[config.mk]
export PLATFORM = sky130hd
export DESIGN_NAME = selftest_sched
export DESIGN_NICKNAME = d
export VERILOG_FILES = /design/src/rtl/selftest_sched_pkg.sv /design/src/rtl/selftest_mode_dec.sv /design/src/rtl/selftest_frame_timer.sv /design/src/rtl/selftest_fail_track.sv /design/src/rtl/selftest_sched.sv
export SDC_FILE = /design/constraint.sdc
export NUM_CORES = 1
export LEC_CHECK = 0
export CORE_MARGIN = 5
export CORE_UTILIZATION = 53
export CTS_CLUSTER_DIAMETER = 60
export CTS_CLUSTER_SIZE = 12
export DETAILED_ROUTE_END_ITERATION = 16
export PLACE_DENSITY = 0.82
export SLEW_MARGIN = 20
export SYNTH_ARGS = -nofsm -noshare
export SYNTH_HDL_FRONTEND = slang
export SYNTH_SLANG_ARGS = --single-unit
[constraint.sdc]
create_clock -name clk -period 2.5 [get_ports clk]
set_input_delay 0.5 -clock clk [delete_from_list [all_inputs] [get_ports clk]]
set_output_delay 0.5 -clock clk [all_outputs]
set_load 0.1 [all_outputs]
[src/rtl/selftest_sched_pkg.sv]
package selftest_sched_pkg;
   typedef enum logic [1:0] {
      MD_RESET  = 2'b00,
      MD_INIT   = 2'b01,
      MD_NORMAL = 2'b10,
      MD_TEST   = 2'b11
   } op_mode_e;

   typedef enum logic [1:0] {
      ST_RUN  = 2'd0,
      ST_WAIT = 2'd1,
      ST_UPD  = 2'd2
   } sched_st_e;
endpackage

[src/rtl/selftest_mode_dec.sv]
module selftest_mode_dec
   import selftest_sched_pkg::*;
(
   input  logic [1:0] mode_pins,
   output logic       run_o,
   output logic       test_o
);
   op_mode_e mode;

   always_comb begin
      mode   = op_mode_e'(mode_pins);
      run_o  = (mode == MD_NORMAL) || (mode == MD_TEST);
      test_o = (mode == MD_TEST);
   end
endmodule

[src/rtl/selftest_frame_timer.sv]
module selftest_frame_timer #(
   parameter int PHASE_LEN = 256,
   parameter int FRAME_W   = 12
) (
   input  logic               clk,
   input  logic               rst_n,
   input  logic               run,
   input  logic               adv,
   output logic [1:0]         phase_o,
   output logic [FRAME_W-1:0] frame_o,
   output logic               t_end_o
);
   localparam int FRAME_LEN = 4 * PHASE_LEN;
   localparam int PCNT_W    = $clog2(FRAME_LEN);
   localparam logic [PCNT_W-1:0] T_LAST = PCNT_W'(3 * PHASE_LEN - 1);
   localparam logic [PCNT_W-1:0] F_LAST = PCNT_W'(FRAME_LEN - 1);

   logic [PCNT_W-1:0]  pcnt_q;
   logic [FRAME_W-1:0] frame_q;

   always_ff @(posedge clk or negedge rst_n) begin
      if (!rst_n) begin
         pcnt_q  <= '0;
         frame_q <= '0;
      end else if (!run) begin
         pcnt_q  <= '0;
         frame_q <= '0;
      end else if (adv) begin
         if (pcnt_q == F_LAST) begin
            pcnt_q  <= '0;
            frame_q <= frame_q + 1'b1;
         end else begin
            pcnt_q  <= pcnt_q + 1'b1;
         end
      end
   end

   generate
      if ((PHASE_LEN & (PHASE_LEN - 1)) == 0) begin : g_pow2
         assign phase_o = pcnt_q[PCNT_W-1 -: 2];
      end else begin : g_div
         assign phase_o = 2'(pcnt_q / PCNT_W'(PHASE_LEN));
      end
   endgenerate

   assign frame_o = frame_q;
   assign t_end_o = adv && (pcnt_q == T_LAST);
endmodule

[src/rtl/selftest_fail_track.sv]
module selftest_fail_track #(
   parameter int N_UNITS = 14,
   parameter int CODE_W  = 4
) (
   input  logic              clk,
   input  logic              rst_n,
   input  logic              upd,
   input  logic [CODE_W-1:0] code,
   input  logic              fail,
   output logic [N_UNITS:1]  status_o
);
   generate
      for (genvar u = 1; u <= N_UNITS; u++) begin : g_unit
         logic prev_q, stat_q;
         logic hit;
         assign hit = upd && (code == CODE_W'(u));
         always_ff @(posedge clk or negedge rst_n) begin
            if (!rst_n) begin
               prev_q <= 1'b0;
               stat_q <= 1'b0;
            end else if (hit) begin
               prev_q <= fail;
               if (fail && prev_q) stat_q <= 1'b1;
            end
         end
         assign status_o[u] = stat_q;
      end
   endgenerate
endmodule

[src/rtl/selftest_sched.sv]
module selftest_sched
   import selftest_sched_pkg::*;
#(
   parameter int PHASE_LEN = 256,
   parameter int FRAME_W   = 12,
   parameter int CODE_W    = 4,
   parameter int N_ARITH   = 9,
   parameter int N_FILT    = 5
) (
   input  logic                       clk,
   input  logic                       rst_n,
   input  logic [1:0]                 mode_pins,
   input  logic                       arith_done,
   input  logic                       arith_fail,
   input  logic                       filt_done,
   input  logic                       filt_fail,
   output logic [1:0]                 phase_o,
   output logic [FRAME_W-1:0]         frame_o,
   output logic [N_ARITH-1:0]         arith_sel,
   output logic [N_FILT-1:0]          filt_sel,
   output logic [N_ARITH+N_FILT:1]    status_o,
   output logic                       err_pulse_o
);
   localparam int N_UNITS = N_ARITH + N_FILT;
   localparam int FILT_LO = N_ARITH + 1;
   localparam logic [CODE_W-1:0] AR_HI = CODE_W'(N_ARITH);
   localparam logic [CODE_W-1:0] FL_LO = CODE_W'(FILT_LO);
   localparam logic [CODE_W-1:0] FL_HI = CODE_W'(N_UNITS);

   generate
      if (N_UNITS >= (2 ** CODE_W) - 1) begin : g_bad_code
         $error("unit count leaves no idle code");
      end
      if (CODE_W > FRAME_W) begin : g_bad_frame
         $error("code field wider than frame counter");
      end
      if (PHASE_LEN < 2) begin : g_bad_phase
         $error("phase length below two clocks");
      end
   endgenerate

   logic run, test_en, t_end;
   sched_st_e st_q;
   logic [CODE_W-1:0] code_now, code_q;
   logic is_ar, is_fl, filt_q, fail_q, err_q;

   selftest_mode_dec u_mode (
      .mode_pins (mode_pins),
      .run_o     (run),
      .test_o    (test_en)
   );

   selftest_frame_timer #(.PHASE_LEN(PHASE_LEN), .FRAME_W(FRAME_W)) u_timer (
      .clk     (clk),
      .rst_n   (rst_n),
      .run     (run),
      .adv     (run && (st_q == ST_RUN)),
      .phase_o (phase_o),
      .frame_o (frame_o),
      .t_end_o (t_end)
   );

   always_comb begin
      code_now = frame_o[CODE_W-1:0];
      is_ar    = (code_now != '0) && (code_now <= AR_HI);
      is_fl    = test_en && (code_now >= FL_LO) && (code_now <= FL_HI);
   end

   always_ff @(posedge clk or negedge rst_n) begin
      if (!rst_n) begin
         st_q   <= ST_RUN;
         code_q <= '0;
         filt_q <= 1'b0;
         fail_q <= 1'b0;
         err_q  <= 1'b0;
      end else begin
         err_q <= 1'b0;
         case (st_q)
            ST_RUN: begin
               if (t_end && (is_ar || is_fl)) begin
                  st_q   <= ST_WAIT;
                  code_q <= code_now;
                  filt_q <= is_fl;
               end
            end
            ST_WAIT: begin
               if (!run) begin
                  st_q <= ST_RUN;
               end else if (filt_q ? filt_done : arith_done) begin
                  fail_q <= filt_q ? filt_fail : arith_fail;
                  st_q   <= ST_UPD;
               end
            end
            ST_UPD: begin
               err_q <= fail_q;
               st_q  <= ST_RUN;
            end
            default: st_q <= ST_RUN;
         endcase
      end
   end

   generate
      for (genvar i = 0; i < N_ARITH; i++) begin : g_asel
         assign arith_sel[i] = (st_q == ST_WAIT) && !filt_q && (code_q == CODE_W'(i + 1));
      end
      for (genvar j = 0; j < N_FILT; j++) begin : g_fsel
         assign filt_sel[j] = (st_q == ST_WAIT) && filt_q && (code_q == CODE_W'(FILT_LO + j));
      end
   endgenerate

   selftest_fail_track #(.N_UNITS(N_UNITS), .CODE_W(CODE_W)) u_track (
      .clk      (clk),
      .rst_n    (rst_n),
      .upd      (st_q == ST_UPD),
      .code     (code_q),
      .fail     (fail_q),
      .status_o (status_o)
   );

   assign err_pulse_o = err_q;
endmodule

Word-level counts from Yosys, hierarchy flattened --
Index checks and enable logic that the tools add are counted.
Storage, ports and cells: register bits 59, input bits 8, output and inout bits 43, logic and storage cells 150
Cells by class: add/sub/neg operators 2, magnitude comparators 3, equal/unequal tests 24, muxes and demuxes 13, reductions and logical operators 73
Operators by type and width (count):
- 1-bit logical AND | 50
- 12-bit 2-to-1 mux | 3
- 2-bit AND reduction | 17
- 10-bit 2-to-1 mux | 3
- 4-bit == test (second input constant) | 7
- 10-bit == test (second input constant) | 2
- 4-bit by 3-bit == test with 1-bit output (second input constant) | 4
- 12-bit by 1-bit adder with 12-bit output (second input constant) | 1
- 10-bit by 1-bit adder with 10-bit output (second input constant) | 1
- 4-bit by 2-bit == test with 1-bit output (second input constant) | 2
- 4-bit <= comparator (second input constant) | 2
- 2-bit == test (second input constant) | 3
- 2-bit 2-to-1 mux | 3
- 2-bit by 1-bit inequality test with 1-bit output (second input constant) | 3
- 4-bit by 1-bit == test with 1-bit output (second input constant) | 1
- 4-bit greater-or-equal comparator (second input constant) | 1
- 2-bit one-hot mux with 2 select lines | 1
- 4-bit nonzero test | 1
- 1-bit 2-to-1 mux | 3
- 3-bit inequality test (second input constant) | 1
- 3-bit AND reduction | 1
- 2-bit by 1-bit == test with 1-bit output (second input constant) | 1
- 2-bit logical NOT | 1
- 1-bit logical OR | 2
- 1-bit logical NOT | 1

Logic depth before layout (Yosys ltp) --
depth after elaboration 7, mapped depth 7, gate-level depth less buffers 6

Modules after synthesis --
A second synthesis with hierarchy kept.
Unflattened totals: cells, all modules 303, area total of the unflattened synthesis 3108.0 µm²
By module, submodules not included:
- selftest_fail_track | times used 1, cells an instance 107, area an instance 1331.3 µm², sequential area each 700.7 µm²
- selftest_frame_timer | times used 1, cells an instance 126, area an instance 1163.6 µm², sequential area each 550.5 µm²
- selftest_sched | times used 1, cells an instance 68, area an instance 603.1 µm², sequential area each 225.2 µm²
- selftest_mode_dec | times used 1, cells an instance 2, area an instance 10.0 µm², sequential area each 0.0 µm²

Worst setup path after synthesis --
Ideal clock, no wire load.
path type register -> output, start point register st_q[0], end point output arith_sel[5], data arrival time 2.960 ns, data required time 2.000 ns, slack -0.960 ns, cell stages (with the launch flop) 5, buffers on the path 1, cells stage by stage dfrtp_1 nor2b_1 nand2b_1 clkbuf_1 nor3_1
Between the ends: word-level cells in the longest chain between the ends 3
Ends and longest elaborated chain:
- from (decl) | line selftest_sched.sv:43 | sched_st_e st_q;
- from (signal assigned) | line selftest_sched.sv:71 | st_q <= ST_RUN;
- from (signal assigned) | line selftest_sched.sv:81 | st_q <= ST_WAIT;
- from (signal assigned) | line selftest_sched.sv:88 | st_q <= ST_RUN;
- 2-bit by 1-bit == test with 1-bit output | line selftest_sched.sv:105 | assign arith_sel[i] = (st_q == ST_WAIT) && !filt_q && (code_q == CODE_W'(i + 1));
- 1-bit logical AND (2 in a row) | line selftest_sched.sv:105
- to (decl) | line selftest_sched.sv:19 | output logic [N_ARITH-1:0] arith_sel,
No other way between the ends.

Worst setup path after layout --
start point register code_q[3], end point output filt_sel[1]
Between the ends: word-level cells in the longest chain between the ends 2
Ends and longest elaborated chain:
- from (decl) | line selftest_sched.sv:44 | logic [CODE_W-1:0] code_now, code_q;
- from (signal assigned) | line selftest_sched.sv:82 | code_q <= code_now;
- 4-bit == test | line selftest_sched.sv:108 | assign filt_sel[j] = (st_q == ST_WAIT) && filt_q && (code_q == CODE_W'(FILT_LO + j));
- 1-bit logical AND | line selftest_sched.sv:108
- to (decl) | line selftest_sched.sv:20 | output logic [N_FILT-1:0] filt_sel,
No other way between the ends.

==> metrics.yaml <==
status: "finished, final reports clean"
slew_viol_final: 0
final_net_count: 349
worstSetupPathType: "flip-flop to primary output"
clock_skew_ps: 10.5
io_buffers: 50
crit_arrival_ps: 1870
final_cell_mix: "dfrtp_1, buf_4, nor2_1"
cp_max_fo: 8
antennaDiodeCount: 0
power_frac_comb: 0.023
cts_root_buf: "clkbuf_8"
fmax_mhz: 422
drive_gt1_frac: 0.282
fin_cells: 413
drc: 0
grt_usage: 0.196
cts_tree: "done"
core_sq_mm: 0.00551
hold_class: "input port to async pin"
powerDensity_mw_per_mm2: 549
synth_top_family_by_area: "simple AND/OR/NAND/NOR gates"
initial_core_util: 0.543
synth.avg_cell_area_sq_um: 9.96
fin_crit_sh: 0.947
die_y_um: 85.1
power.switching_w: 0.000408
synth_cells: 300
htreeDepth: 3
ir_drop_uv: 438
clk_latency_ps: 340
required_ps: 2000
clk_path_buf_depth: 2
grt_overflow_total: 0
endpoint_kind: "primary output"
antenna_left: 0
yosys.area_share.simple: 0.204
clkPwrFrac: 0.511
final_common_cell: "dfrtp_1"
grt_pass1_wl_um: 11400
placed_area_sq_mm: 0.00353
post-route-cell-area_sq_mm: 0.00377
gp_congestion: 0.849
ctsHoldBuffers: 0
firstDrtPassIters: 4
synth-compound-area-share: 0.139
ios: 51
area_growth_pct: 26.1
muxShareOfSynthArea: 0.0511
via_count: 2357
leakage_nw: 1.74
cts_sinks: 59
ys.flop_type: "dfrtp_1"
cts.clk_slew.worst_paths_ps: 70
grt_pass1_vias: 2452
p_sw_frac: 0.197
yosysWarnings: 0
rsz0062_at_grt: "false"
synth_cell_types: 40
cp-start-kind: "flip-flop"
die_x_um: 85.1
p_seq_frac: 0.466
antenna_found_initial: 0
dp.final_hpwl_um: 4590
maxCapViolCount: 0
die-area_sq_mm: 0.00724
hold_violations: 0
grt_max_degree: 60
wire_per_inst_um: 15.8
dr.first_iter.drc_count: 106
synthArstFlopShare: 1.00
internal_power_w: 0.00166
synth_edf_count: 0
synth_fa_ha_area_frac: 0.0209
dp_cells: 397
worstRegToRegCells: 5
period_needed_ps: 2370
synth_top_cell_area_share: 0.494
syn_area_sq_mm: 0.00299
synth_fp_nets: 313
synthTopCellsByArea: "dfrtp_1, nor2_1, o21ai_0, buf_4, mux2_2"
totalWireLength_um: 6520
yosys_register_bits: 59
fp-row-count: 27
vias_per_cell: 5.71
cts_inserted_buffers: 9
slew_headroom: 0.513
finalSetupViolations: 0
synth-xor-area-share: 0.0234
tightest_slew_ps: 730
yosysSeqAreaShare: 0.494
synth_top_cell_by_area: "dfrtp_1"
[registers in the layout, summed over array words and instances (netlist names)]
| signal | flops |
|---|---|
| u_track.g_unit.stat_q | 14 |
| err_pulse_o | 1 |
| u_track.g_unit.prev_q | 14 |
| u_timer.pcnt_q | 10 |
| fail_q | 1 |
| u_timer.frame_o | 12 |
| filt_q | 1 |
| st_q | 2 |
| code_q | 4 |
[worst paths after layout]
kind	slack (ps)	startpoint	endpoint
max	130	code_q[3]	filt_sel[1]
min in group clk	460	u_track.g_unit[11].stat_q	u_track.g_unit[11].stat_q
max reg2reg	430	u_timer.pcnt_q[0]	u_timer.frame_o[10]
min reg2reg	460	u_track.g_unit[11].stat_q	u_track.g_unit[11].stat_q
max in group asynchronous	1690	rst_n	u_timer.frame_o[0]
min	310	rst_n	u_track.g_unit[10].stat_q
[logic make-up after synthesis]
logic type,count (synthesis)
AO/OA/AOI/OAI,62
AND/OR/NAND/NOR,117
XOR/XNOR,8
adder cells (fa/ha/maj),5
flip-flops,59
buffers and inverters,35
multiplexers,14
[repair_timing]
| action | in CTS | in global routing |
|---|---|---|
| setup endpoints to repair | 0 | 3 |
| buffers inserted | 0 | 0 |
| resized for setup | 0 | 1 |
[power groups by stage]
stage | clock, W | combinational (W) | sequential [W]
3_5_place_dp | 0 | 0.0000493 | 0.000981
4_1_cts | 0.00107 | 0.0000499 | 0.000963
5_1_grt | 0.00112 | 0.0000568 | 0.000963
6_report | 0.00106 | 0.0000479 | 0.000964
3_3_place_gp | 0 | 0.0000483 | 0.000981
2_1_floorplan | 0 | 0.0000152 | 0.000980
[area by class of cell]
type	count	area, sq um
inverters	6	22.5
flip-flops and latches	59	1480
multi-input cells	206	1350
clock buffers	11	141
well taps	72	90.1
fillers	452	1740
repair buffers	54	593
clock inverters	5	100
[through the flow]
step / total power [W] / utilization / hold WS (ps) / setup TNS, ps / worst slack, ps
after floorplan: 0.000995 / - / 204 / -649 / -232
after global placement: 0.00103 / 0.640 / 443 / 0 / 406
after detailed placement: 0.00103 / 0.640 / 450 / 0 / 358
after CTS: 0.00209 / 0.684 / 325 / 0 / 13.2
after global routing: 0.00214 / 0.685 / 384 / 0 / 3.23
final: 0.00207 / 0.685 / 305 / 0 / 132
[routing by layer]
layer / routed length, um / part of all wire / global-route usage / vias to the layer above
met5: 0 / 0 / 0 / -
met4: 131 / 0.020 / 0.0950 / 0
met3: 348 / 0.053 / 0.0369 / 12
met2: 3260 / 0.50 / 0.341 / 65
met1: 2780 / 0.43 / 0.230 / 1156
li1: - / - / - / 1124
[cells in the mapped netlist, types with 8 or more instances]
cell / number
nand3_1: 14
dfrtp_1: 59
nor2b_1: 8
clkbuf_1: 9
nand2_1: 22
buf_4: 16
nor2_1: 36
a21oi_1: 12
o21ai_0: 25
mux2_2: 10
[worst max-delay path, stage by stage (launching register included)]
cell and delay [ps]:
dfrtp_1 450, nor2b_1 480, nand3_1 240, nor2_2 180, buf_12 190
Power figures use the tool's default switching activity.
